**src/rtl/seq_pkg.sv**
```systemverilog
// Package seq_pkg
// Holds the opcode and funct encodings, the step and class enumerations,
// and the decode helpers that the sequencer modules share.
// Assumes a fixed 32-bit word with 5-bit register indices.
package seq_pkg;

    localparam int XLEN = 32;
    localparam int RIDX = 5;
    localparam int CYCW = 3;
    localparam logic [RIDX-1:0] LINK_REG = 5'd31;

    localparam logic [5:0] OPC_RTYPE = 6'h00;
    localparam logic [5:0] OPC_J     = 6'h02;
    localparam logic [5:0] OPC_JAL   = 6'h03;
    localparam logic [5:0] OPC_BEQ   = 6'h04;
    localparam logic [5:0] OPC_BNE   = 6'h05;
    localparam logic [5:0] OPC_ADDI  = 6'h08;
    localparam logic [5:0] OPC_SLTI  = 6'h0A;
    localparam logic [5:0] OPC_ANDI  = 6'h0C;
    localparam logic [5:0] OPC_ORI   = 6'h0D;
    localparam logic [5:0] OPC_XORI  = 6'h0E;
    localparam logic [5:0] OPC_LW    = 6'h23;
    localparam logic [5:0] OPC_SW    = 6'h2B;

    localparam logic [5:0] FN_SLL = 6'h00;
    localparam logic [5:0] FN_SRL = 6'h02;
    localparam logic [5:0] FN_ADD = 6'h20;
    localparam logic [5:0] FN_SUB = 6'h22;
    localparam logic [5:0] FN_AND = 6'h24;
    localparam logic [5:0] FN_OR  = 6'h25;
    localparam logic [5:0] FN_XOR = 6'h26;
    localparam logic [5:0] FN_SLT = 6'h2A;

    typedef enum logic [2:0] {
        STEP_FETCH,
        STEP_DECODE,
        STEP_EXEC,
        STEP_MEM,
        STEP_WB
    } step_t;

    typedef enum logic [2:0] {
        CLS_RALU,
        CLS_IALU,
        CLS_LOAD,
        CLS_STORE,
        CLS_BRANCH,
        CLS_JUMP,
        CLS_LINK,
        CLS_NONE
    } iclass_t;

    typedef enum logic [2:0] {
        ALU_ADD,
        ALU_SUB,
        ALU_AND,
        ALU_OR,
        ALU_XOR,
        ALU_SLT,
        ALU_SLL,
        ALU_SRL
    } alu_op_t;

    // True when a register-register funct code is implemented
    function automatic logic funct_known(input logic [5:0] fn);
        case (fn)
            FN_SLL, FN_SRL, FN_ADD, FN_SUB,
            FN_AND, FN_OR, FN_XOR, FN_SLT: return 1'b1;
            default:                       return 1'b0;
        endcase
    endfunction

    // Map opcode and funct to an instruction class
    function automatic iclass_t classify(input logic [5:0] opc, input logic [5:0] fn);
        case (opc)
            OPC_RTYPE: return funct_known(fn) ? CLS_RALU : CLS_NONE;
            OPC_ADDI, OPC_SLTI, OPC_ANDI,
            OPC_ORI, OPC_XORI:  return CLS_IALU;
            OPC_LW:             return CLS_LOAD;
            OPC_SW:             return CLS_STORE;
            OPC_BEQ, OPC_BNE:   return CLS_BRANCH;
            OPC_J:              return CLS_JUMP;
            OPC_JAL:            return CLS_LINK;
            default:            return CLS_NONE;
        endcase
    endfunction

    // Pick the ALU operation; address and branch arithmetic use add
    function automatic alu_op_t pick_op(input logic [5:0] opc, input logic [5:0] fn);
        if (opc == OPC_RTYPE) begin
            case (fn)
                FN_SUB:  return ALU_SUB;
                FN_AND:  return ALU_AND;
                FN_OR:   return ALU_OR;
                FN_XOR:  return ALU_XOR;
                FN_SLT:  return ALU_SLT;
                FN_SLL:  return ALU_SLL;
                FN_SRL:  return ALU_SRL;
                default: return ALU_ADD;
            endcase
        end
        case (opc)
            OPC_SLTI: return ALU_SLT;
            OPC_ANDI: return ALU_AND;
            OPC_ORI:  return ALU_OR;
            OPC_XORI: return ALU_XOR;
            default:  return ALU_ADD;
        endcase
    endfunction

    // Classes that continue into the write-back step
    function automatic logic needs_writeback(input iclass_t c);
        return (c == CLS_RALU) || (c == CLS_IALU) || (c == CLS_LOAD) || (c == CLS_LINK);
    endfunction

endpackage

```
**src/rtl/seq_regfile.sv**
```systemverilog
// Module seq_regfile
// Register file with two combinational read ports and one synchronous
// write port. Entry 0 is hard-wired to zero and ignores writes.
// Assumes the synchronous active-low reset clears every entry.
module seq_regfile #(
    parameter int XW = 32,
    parameter int AW = 5
) (
    input  logic          clk,
    input  logic          rst_n,
    input  logic [AW-1:0] rd_addr_a,
    input  logic [AW-1:0] rd_addr_b,
    output logic [XW-1:0] rd_data_a,
    output logic [XW-1:0] rd_data_b,
    input  logic          wr_en,
    input  logic [AW-1:0] wr_addr,
    input  logic [XW-1:0] wr_data
);

    localparam int NREG = 1 << AW;

    logic [XW-1:0] regs_q [NREG];

    // Entries 1..NREG-1 are storage; entry 0 stays a constant zero
    generate
        for (genvar g = 0; g < NREG; g++) begin : g_entry
            if (g == 0) begin : g_zero
                assign regs_q[g] = '0;
            end else begin : g_store
                // Clear on reset, load on an addressed write
                always_ff @(posedge clk) begin
                    if (!rst_n) begin
                        regs_q[g] <= '0;
                    end else if (wr_en && (wr_addr == AW'(g))) begin
                        regs_q[g] <= wr_data;
                    end
                end
            end
        end
    endgenerate

    // Read both ports without a clock
    always_comb begin
        rd_data_a = regs_q[rd_addr_a];
        rd_data_b = regs_q[rd_addr_b];
    end

endmodule

```
**src/rtl/seq_alu.sv**
```systemverilog
// Module seq_alu
// Combinational ALU shared by the register, immediate, address and branch
// target computations. Shifts act on operand y by the shamt input.
// Assumes set-less-than compares signed values.
module seq_alu
    import seq_pkg::*;
#(
    parameter int XW = 32
) (
    input  alu_op_t       op,
    input  logic [XW-1:0] x,
    input  logic [XW-1:0] y,
    input  logic [4:0]    shamt,
    output logic [XW-1:0] result
);

    // Select one operation result
    always_comb begin
        case (op)
            ALU_ADD: result = x + y;
            ALU_SUB: result = x - y;
            ALU_AND: result = x & y;
            ALU_OR:  result = x | y;
            ALU_XOR: result = x ^ y;
            ALU_SLT: result = {{(XW-1){1'b0}}, ($signed(x) < $signed(y))};
            ALU_SLL: result = y << shamt;
            ALU_SRL: result = y >> shamt;
            default: result = x + y;
        endcase
    end

endmodule

```
**src/rtl/seq_ctrl.sv**
```systemverilog
// Module seq_ctrl
// Step sequencer: walks fetch, decode, execute, memory and, for classes
// that write a register, write-back. It marks the retire cycle and counts
// the cycles of the current instruction.
// Assumes the class input is valid from the decode step onward.
module seq_ctrl
    import seq_pkg::*;
#(
    parameter int CW = 3
) (
    input  logic          clk,
    input  logic          rst_n,
    input  iclass_t       iclass,
    output step_t         step,
    output logic          retire,
    output logic [CW-1:0] cyc
);

    step_t         step_q;
    step_t         step_d;
    logic [CW-1:0] cyc_q;
    logic          last_step;

    // The last step is write-back, or memory for classes that do not write back
    always_comb begin
        last_step = (step_q == STEP_WB) ||
                    ((step_q == STEP_MEM) && !needs_writeback(iclass));
    end

    // Choose the following step
    always_comb begin
        case (step_q)
            STEP_FETCH:  step_d = STEP_DECODE;
            STEP_DECODE: step_d = STEP_EXEC;
            STEP_EXEC:   step_d = STEP_MEM;
            STEP_MEM:    step_d = needs_writeback(iclass) ? STEP_WB : STEP_FETCH;
            default:     step_d = STEP_FETCH;
        endcase
    end

    // Step register
    always_ff @(posedge clk) begin
        if (!rst_n) begin
            step_q <= STEP_FETCH;
        end else begin
            step_q <= step_d;
        end
    end

    // Cycle counter: 1 in fetch, restarts after every retire
    always_ff @(posedge clk) begin
        if (!rst_n) begin
            cyc_q <= CW'(1);
        end else if (last_step) begin
            cyc_q <= CW'(1);
        end else begin
            cyc_q <= cyc_q + CW'(1);
        end
    end

    assign step   = step_q;
    assign retire = last_step && rst_n;
    assign cyc    = cyc_q;

endmodule

```
**src/rtl/seq_core.sv**
```systemverilog
// Module seq_core
// Multi-cycle core for a 32-bit load/store subset. Intermediate values sit
// in dedicated stage registers: ir_q, npc_q, opa_q, opb_q, imm_q, res_q,
// ldata_q and cond_q. The PC advances in the retire cycle.
// Assumes both memories return data combinationally for the address driven
// in the same cycle.
module seq_core
    import seq_pkg::*;
#(
    parameter int IMEM_AW = 8,
    parameter int DMEM_AW = 8
) (
    input  logic               clk,
    input  logic               rst_n,
    output logic [IMEM_AW-1:0] imem_addr,
    input  logic [XLEN-1:0]    imem_rdata,
    output logic [DMEM_AW-1:0] dmem_addr,
    output logic [XLEN-1:0]    dmem_wdata,
    input  logic [XLEN-1:0]    dmem_rdata,
    output logic               dmem_we,
    output logic               dmem_re,
    output logic               retire,
    output logic [CYCW-1:0]    retire_cycles
);

    localparam logic [XLEN-1:0] WORD_BYTES = XLEN'(4);

    step_t           step;
    iclass_t         iclass;
    alu_op_t         alu_op;
    logic [CYCW-1:0] cyc;

    logic [XLEN-1:0] pc_q;
    logic [XLEN-1:0] ir_q;
    logic [XLEN-1:0] npc_q;
    logic [XLEN-1:0] opa_q;
    logic [XLEN-1:0] opb_q;
    logic [XLEN-1:0] imm_q;
    logic [XLEN-1:0] res_q;
    logic [XLEN-1:0] ldata_q;
    logic            cond_q;

    logic [5:0]      f_opc;
    logic [RIDX-1:0] f_rs;
    logic [RIDX-1:0] f_rt;
    logic [RIDX-1:0] f_rd;
    logic [4:0]      f_shamt;
    logic [5:0]      f_funct;
    logic [15:0]     f_imm;
    logic [25:0]     f_target;

    logic [XLEN-1:0] rf_a;
    logic [XLEN-1:0] rf_b;
    logic            rf_we;
    logic [RIDX-1:0] rf_waddr;
    logic [XLEN-1:0] rf_wdata;

    logic [XLEN-1:0] alu_x;
    logic [XLEN-1:0] alu_y;
    logic [XLEN-1:0] alu_out;
    logic [XLEN-1:0] exec_val;
    logic            exec_cond;
    logic            redirect;

    // Split the held instruction word into its fields
    always_comb begin
        f_opc    = ir_q[31:26];
        f_rs     = ir_q[25:21];
        f_rt     = ir_q[20:16];
        f_rd     = ir_q[15:11];
        f_shamt  = ir_q[10:6];
        f_funct  = ir_q[5:0];
        f_imm    = ir_q[15:0];
        f_target = ir_q[25:0];
    end

    // Decode the class and ALU operation from the held word
    always_comb begin
        iclass = classify(f_opc, f_funct);
        alu_op = pick_op(f_opc, f_funct);
    end

    seq_ctrl #(
        .CW (CYCW)
    ) u_ctrl (
        .clk    (clk),
        .rst_n  (rst_n),
        .iclass (iclass),
        .step   (step),
        .retire (retire),
        .cyc    (cyc)
    );

    seq_regfile #(
        .XW (XLEN),
        .AW (RIDX)
    ) u_rf (
        .clk       (clk),
        .rst_n     (rst_n),
        .rd_addr_a (f_rs),
        .rd_addr_b (f_rt),
        .rd_data_a (rf_a),
        .rd_data_b (rf_b),
        .wr_en     (rf_we),
        .wr_addr   (rf_waddr),
        .wr_data   (rf_wdata)
    );

    // ALU operands: branches add the offset to NPC, register ops use opb_q
    always_comb begin
        alu_x = (iclass == CLS_BRANCH) ? npc_q : opa_q;
        alu_y = (iclass == CLS_RALU)   ? opb_q : imm_q;
    end

    seq_alu #(
        .XW (XLEN)
    ) u_alu (
        .op     ((iclass == CLS_RALU || iclass == CLS_IALU) ? alu_op : ALU_ADD),
        .x      (alu_x),
        .y      (alu_y),
        .shamt  (f_shamt),
        .result (alu_out)
    );

    // Execute-step value: jump target for jumps, ALU output otherwise
    always_comb begin
        if (iclass == CLS_JUMP || iclass == CLS_LINK) begin
            exec_val = {npc_q[31:28], f_target, 2'b00};
        end else begin
            exec_val = alu_out;
        end
        exec_cond = (f_opc == OPC_BNE) ? (opa_q != opb_q) : (opa_q == opb_q);
    end

    // Fetch-step registers: instruction word and incremented PC
    always_ff @(posedge clk) begin
        if (!rst_n) begin
            ir_q  <= '0;
            npc_q <= '0;
        end else if (step == STEP_FETCH) begin
            ir_q  <= imem_rdata;
            npc_q <= pc_q + WORD_BYTES;
        end
    end

    // Decode-step registers: source operands and sign-extended immediate
    always_ff @(posedge clk) begin
        if (!rst_n) begin
            opa_q <= '0;
            opb_q <= '0;
            imm_q <= '0;
        end else if (step == STEP_DECODE) begin
            opa_q <= rf_a;
            opb_q <= rf_b;
            imm_q <= {{(XLEN-16){f_imm[15]}}, f_imm};
        end
    end

    // Execute-step registers: result or address, and branch condition
    always_ff @(posedge clk) begin
        if (!rst_n) begin
            res_q  <= '0;
            cond_q <= 1'b0;
        end else if (step == STEP_EXEC) begin
            res_q  <= exec_val;
            cond_q <= exec_cond;
        end
    end

    // Memory-step register: load data
    always_ff @(posedge clk) begin
        if (!rst_n) begin
            ldata_q <= '0;
        end else if (step == STEP_MEM && iclass == CLS_LOAD) begin
            ldata_q <= dmem_rdata;
        end
    end

    // Take the computed target for taken branches and for jumps
    always_comb begin
        redirect = ((iclass == CLS_BRANCH) && cond_q) ||
                   (iclass == CLS_JUMP) || (iclass == CLS_LINK);
    end

    // PC register: advances in the retire cycle
    always_ff @(posedge clk) begin
        if (!rst_n) begin
            pc_q <= '0;
        end else if (retire) begin
            pc_q <= redirect ? res_q : npc_q;
        end
    end

    // Write-back destination and value per class
    always_comb begin
        rf_we    = (step == STEP_WB);
        rf_waddr = f_rt;
        rf_wdata = res_q;
        case (iclass)
            CLS_RALU: rf_waddr = f_rd;
            CLS_LOAD: rf_wdata = ldata_q;
            CLS_LINK: begin
                rf_waddr = LINK_REG;
                rf_wdata = npc_q;
            end
            default: ;
        endcase
    end

    // Memory-side outputs
    always_comb begin
        imem_addr     = pc_q[IMEM_AW+1:2];
        dmem_addr     = res_q[DMEM_AW+1:2];
        dmem_wdata    = opb_q;
        dmem_we       = (step == STEP_MEM) && (iclass == CLS_STORE) && rst_n;
        dmem_re       = (step == STEP_MEM) && (iclass == CLS_LOAD) && rst_n;
        retire_cycles = cyc;
    end

endmodule

```
**config.mk**
```make
export PLATFORM = sky130hd
export DESIGN_NAME = seq_core
export DESIGN_NICKNAME = d
export VERILOG_FILES = /design/src/rtl/seq_pkg.sv /design/src/rtl/seq_regfile.sv /design/src/rtl/seq_alu.sv /design/src/rtl/seq_ctrl.sv /design/src/rtl/seq_core.sv
export SDC_FILE = /design/constraint.sdc
export NUM_CORES = 2
export LEC_CHECK = 0
export BUFFER_PORTS_ARGS = -buffer_cell sky130_fd_sc_hd__buf_2
export CORE_ASPECT_RATIO = 1.5
export CORE_UTILIZATION = 30
export DETAILED_ROUTE_END_ITERATION = 8
export GPL_TIMING_DRIVEN = 0
export PLACE_DENSITY = 0.55
export SLEW_MARGIN = 20
export SYNTH_ARGS = -nofsm -noshare
export SYNTH_HDL_FRONTEND = slang
export SYNTH_SLANG_ARGS = --single-unit
```
**constraint.sdc**
```tcl
create_clock -name clk -period 5.1 [get_ports clk]
set_input_delay 0.51 -clock clk [delete_from_list [all_inputs] [get_ports clk]]
set_output_delay 0.51 -clock clk [all_outputs]
set_load 0.03 [all_outputs]
```
---- Word-level counts from Yosys, hierarchy flattened ----
Cells that the tools add are included.
cells by class
  order comparisons ....................... 3
  reduce and logical (&&, ||, !) cells .... 55
  add/sub/neg operators ................... 4
  multiplexer cells ....................... 26
  shifts and indexed selects .............. 2
  bitwise operators ....................... 6
  equality and inequality tests ........... 68
operators with widths
  operator               count
  $bmux 32 s5            2
  $mux 32                8
  $pmux 32 s8            1
  $eq 5x5->1 const B     16
  $pmux 32 s2            1
  $eq 6x6->1 const B     8
  $pmux 3 s7             2
  $eq 5x4->1 const B     8
  $logic_and 1x1->1      38
  $add 32x3->32 const B  1
  $add 32x32->32         1
  $and 32x32->32         1
  $eq 32x32->1           1
  $lt 32x32->1           1
  $ne 32x32->1           1
  $or 32x32->32          1
  $shl 32x5->32          1
  $shr 32x5->32          1
  $sub 32x32->32         1
  $xor 32x32->32         1
  $eq 6x4->1 const B     5
  $eq 3x3->1 const B     8
  $pmux 3 s4             2
  $eq 5x3->1 const B     4
  other kinds (20)       50
storage, ports and cells
  output and inout port bits .............. 54
  register bits ........................... 1239
  logic and storage cells ................. 206

---- Longest topological paths before layout ----
  depth in word-level cells ............... 14
  depth in mapped cells ................... 23

---- By module ----
From an unflattened synthesis, not the netlist that was laid out.
second synthesis, totals
  cells, all modules ...................... 9376
  area total of the unflattened synthesis .. 74546.5 um^2
modules (own cells, without submodules)
  module       area each (um^2)  cells an instance  instances
  seq_regfile  53849.1           6580               1
  seq_core     12087.8           1505               1
  seq_alu      8361.8            1267               1
  seq_ctrl     247.7             24                 1

---- Least setup slack after synthesis ----
No wires, ideal clock.
  path type ............................... register to register
  start point ............................. register ir_q[5]
  end point ............................... register res_q[31]
  period minus slack after synthesis ...... 4.885 ns
  cell stages (with the launch flop) ...... 20
  required time ........................... 4.983 ns
  data arrival time ....................... 4.768 ns
  setup slack ............................. 0.215 ns
  setup time .............................. 0.117 ns
  path through ............................ dfxtp_1 nand2_2 a211o_1 a211oi_4 buf_8 buf_6 mux2i_1 inv_1 ha_1 o21ba_2 nor4_1 o31a_1 o22ai_1 o31ai_1 a21oi_1 o31a_1 o21ai_0 xor2_1 o211ai_1 a32o_1
between the ends
  longest elaborated chain between the ends .. 12
  elaborated cells between the ends (all ways) .. 43
  classes of those cells .................. add/sub: 2; eq/ne: 18; shift: 2; mux: 12; bitwise: 3; reduce/logical: 6
ends and longest elaborated chain
  element                                                  RTL line         text
  from (decl)                                              seq_core.sv:34   logic [XLEN-1:0] ir_q;
  from (signal assigned)                                   seq_core.sv:141  ir_q <= imem_rdata;
  branches (longest 11 deep; another with $sub 32x32->32)  n/a
  $mux 32 *                                                seq_core.sv:127  if (iclass == CLS_JUMP || iclass == CLS_LINK) begin
  to (signal assigned)                                     seq_core.sv:165  res_q <= exec_val;
  to (decl)                                                seq_core.sv:39   logic [XLEN-1:0] res_q;
Every way passes the cells marked *. The select of a mux whose other input is x is not followed.
A chain may end at the register's enable or synchronous reset.

---- Worst setup path after layout ----
  start point ............................. register ir_q[0]
  end point ............................... register res_q[20]
Same word-level chain as after synthesis.

==> summary.log <==
INFO  layout         multi_input_comb_area=47000squm
INFO  detailed_routing drt_iter0_markers=4541
INFO  timing         timing.slew.headroom=0.0719
INFO  placed_design  dp_hpwl=316000microns
INFO  clock_network  clkSlewWorstSetupHoldPaths=0.06ns
INFO  layout         layout_commonest_cell=dfxtp_1
INFO  placed_design  post_place_cells=10.7k
INFO  synth          synthCells=7337
INFO  clock_network  total_cts_buffers=142
INFO  synth          syn_avg_cell_area=10.1squm
INFO  timing         finalClockSkew=0.0560ns
INFO  synth          synthesis.nets=7503
INFO  placed_design  place_ws=-2.73ns
INFO  clock_network  clock_insertion_delay_worst_skew=0.85ns
INFO  worst_hold_path hp-class=in -> reg
INFO  global_route   use_met2=0.539
INFO  layout         synthToLayoutAreaGrowth=16.7%
INFO  worst_setup_path crit_path_start_kind=flip-flop
INFO  synth          synthFlopType=dfxtp_1
INFO  worst_hold_path timing.hold.worst.start=dmem_rdata[23]
INFO  placed_design  place.port_buffers=119
INFO  synth          ys.warnings.count=0
INFO  layout         fin_nets=7891
INFO  layout         fin_cells=11.1k
INFO  synth          synth_cell_type_count=82
INFO  worst_setup_path cp_data_required_time=5.79ns
INFO  global_route   grtUsageMet3=0.0437
INFO  global_route   grt_start_max_net_pins=15
INFO  worst_setup_path reg2reg_setup_slack=-0.14ns
INFO  timing         min_period=5.24ns
INFO  detailed_routing drt_drc_violations_left=0
INFO  layout         final_cell_mix=dfxtp_1, mux2i_1, nand2_1, nor2b_1, mux4_2
INFO  floorplanning  std_cell_rows=222
INFO  timing         timing.final.hold_violations=0
INFO  synth          ys_async_rst_share=0
INFO  global_route   grt_pass1_vias=63.4k
INFO  pwr            leakagePower=29.2nW
INFO  floorplanning  io-pin-count=120
INFO  worst_setup_path path_class=reg -> reg
INFO  detailed_routing num_vias=61.1k
INFO  status         violations=setup timing
INFO  global_route   gr-usage-met1=0.287
INFO  synth          synth-seq-area-share=0.336
INFO  timing         fin_hold_ws=0.0175ns
INFO  worst_hold_path worst_hold_path.endpoint=ldata_q[23]$_SDFFE_PN0P_
INFO  synth          mappedNetlistArea=73900squm
INFO  worst_setup_path worst_r2r_startpoint=ir_q[0]$_SDFFE_PN0P_
INFO  worst_setup_path setup.worst_path.start=ir_q[0]$_SDFFE_PN0P_
INFO  worst_setup_path cp_data_arrival_time=5.92ns
INFO  floorplanning  total_die_area=248000squm
INFO  timing         fmax=0.191GHz
INFO  global_route   grt-busiest-layer=met2
INFO  detailed_routing post_dr_wirelength_cell=34.3microns
INFO  timing         setup_tns=-0.346ns
INFO  placed_design  place.gp.congestion=1.08
INFO  clock_network  clk_path_buf_depth=4
INFO  layout         filler_cell_count=24.8k
INFO  floorplanning  floorplan.core_area=244000squm
INFO  worst_setup_path timing.reg2reg.worst_path_depth=13
INFO  clock_network  cts_tree=done
INFO  clock_network  maximum_level_of_the_cts_h_tree=4
INFO  global_route   grt_first_pass_wirelength=516000microns
INFO  worst_setup_path sort_of_element_at_the_end_of_the_critical_path=flip-flop
INFO  worst_hold_path whs_path_depth=3
INFO  detailed_routing first_pass_iters=8
INFO  synth          yosys_register_bits=1239
INFO  timing         rsz0062_at_grt=yes
INFO  synth          number_of_enable_flip_flop_cells_after_synthesis=0
INFO  timing         layout_setup_ws=-0.135ns
INFO  detailed_routing viasPerCell=5.51
INFO  timing         timing.final.max_slew_violations=0
INFO  global_route   grt_antenna_before_repair=28
INFO  worst_setup_path critical_path.max_fanout=10
INFO  pwr            ir_drop=0.285mV
INFO  clock_network  tritoncts_num_sinks=1239
INFO  global_route   overflow=0
INFO  layout         final_layout_size_suffix_gt1_frac=0.200
INFO  timing         tightest_slew=1.38ns
INFO  floorplanning  die_h=610microns
INFO  floorplanning  floorplan.die.width=407microns
INFO  worst_setup_path worst_r2r_endpoint=res_q[20]$_SDFFE_PN0N_
INFO  timing         setup_violations=10
INFO  clock_network  ctsRootBufferMaster=clkbuf_16
INFO  job            max_cap_violations=0
INFO  detailed_routing number_of_antenna_violating_nets_in_the_routed_design=0
INFO  timing         fin_crit_sh=1.03
INFO  global_route   grt_util_all_layers=0.299
INFO  pwr            power_per_cell_area=303nW/um^2
INFO  floorplanning  initial_core_util=0.302
INFO  status         outcome=finished with violations
INFO  detailed_routing route.final.wire_length=380000microns
INFO  layout         sequential_cell_area_in_the_final_layout=24800squm
[metal layers]
layer,vias to the layer above,routed length (microns)
met2,2471,193000
met5,-,83
met4,12,44900
met1,30400,125000
met3,1127,17500
li1,27100,-
[critical path: stages, from the launching register on]
cell       delay (ns)
dfxtp_1          0.29
buf_4            0.20
or3_1            0.43
a2111oi_1        0.71
o311a_1          0.28
buf_4            0.29
nor3_1           0.14
clkbuf_2         0.39
o21ai_0          0.28
nand4_1          0.66
a221oi_4         0.72
o21ai_1          0.28
a21oi_1          0.31
a21oi_1          0.11
[cell families (layout without fill, tap and decap cells)]
| kind of cell | count (synthesis) | after routing | synth area share |
|---|---|---|---|
| simple gates | 2245 | 2245 | 0.151 |
| mux | 1706 | 1706 | 0.335 |
| flops | 1239 | 1239 | 0.336 |
| compound gates | 1104 | 1104 | 0.103 |
| buf+inv | 847 | 1334 | 0.0465 |
| fa+ha+maj | 100 | 100 | 0.0171 |
| xor+xnor | 96 | 96 | 0.0114 |
| other cells | 0 | 10 | 0 |
[layout make-up]
cell class                 count  share of cell area
inverter                     104             0.00466
sequential                  1239               0.288
clock inverter                37             0.00538
antenna                       10            0.000290
multi-input combinational   5251               0.545
timing repair buffer         257              0.0221
clock buffer                 206              0.0494
tap                         3248              0.0471
buffer                       730              0.0379
[where the power goes]
| part | internal (mW) | switching, mW | total [mW] | leakage (nW) |
|---|---|---|---|---|
| registers | 9.77 | 0.162 | 9.93 | 9.99 |
| logic | 1.57 | 3.79 | 5.36 | 16.8 |
| clock network | 6.30 | 4.54 | 10.8 | 2.34 |
| total | 17.6 | 8.50 | 26.1 | 29.2 |
[Yosys cell counts, drive strengths merged (7+ instances only)]
master  number  share of area
mux2        78          0.012
a211oi      29         0.0032
and2        72         0.0061
nor2b      812          0.069
o31ai       12         0.0012
clkbuf     524          0.027
o21ai      206          0.014
nor3        53         0.0037
o211a       58         0.0079
a22oi        9        0.00091
buf        219          0.015
a221o       10         0.0014
a221oi      21         0.0025
o22ai       21         0.0018
o21a        11         0.0011
nand3       54         0.0037
a21boi     280          0.028
o211ai      26         0.0026
dfxtp     1239           0.34
nor2       181         0.0092
mux4       604           0.18
o221ai      17         0.0020
inv        101         0.0051
a21o        34         0.0035
nand4       21         0.0018
xor2        28         0.0033
a31oi       30         0.0025
a21oi      198          0.013
or3         19         0.0016
ha          98          0.017
nand2b      21         0.0018
nand3b       7        0.00071
xnor2       68         0.0081
o21bai      17         0.0017
mux2i     1024           0.14
and3        23         0.0019
nor4        19         0.0016
nand2      940          0.048
a22o        67         0.0079
[worst max path at each step]
stage                        endpoint  slack (ns)  depth (start not counted)
3_3_place_gp   res_q[25]$_SDFFE_PN0N_       -3.73                         18
4_1_cts        res_q[31]$_SDFFE_PN0N_       0.004                         22
3_5_place_dp   res_q[17]$_SDFFE_PN0N_       -2.73                         19
6_report       res_q[20]$_SDFFE_PN0N_       -0.14                         13
2_1_floorplan  res_q[31]$_SDFFE_PN0N_        0.21                         19
5_1_grt        res_q[31]$_SDFFE_PN0N_       -0.11                         23
[timing repair]
action	CTS	global route
gates resized for setup	227	79
pin swaps	35	42
hold buffers	37	0
hold endpoints to repair	37	0
buffers inserted	57	18
gates cloned	1	1
setup endpoints to repair	32	19
[sequential cells by signal, summed over array words and instances (netlist names)]
signal and flops:
res_q 32, dmem_wdata 32, cond_q 1, u_ctrl.step 3
u_ctrl.cyc 3, npc_q 32, imm_q 16, u_rf.regs_q 992
ldata_q 32, pc_q 32, ir_q 32, opa_q 32
[stage by stage]
stage	utilization	cell area [sq um]	power [mW]
final	0.353	86200	26.1
after floorplan	-	73900	12.5
after CTS	0.351	85700	26.0
after global placement	0.321	78500	14.8
after global routing	0.353	86200	26.6
after detailed placement	0.324	79200	14.9
Power figures use the tool's default switching activity.
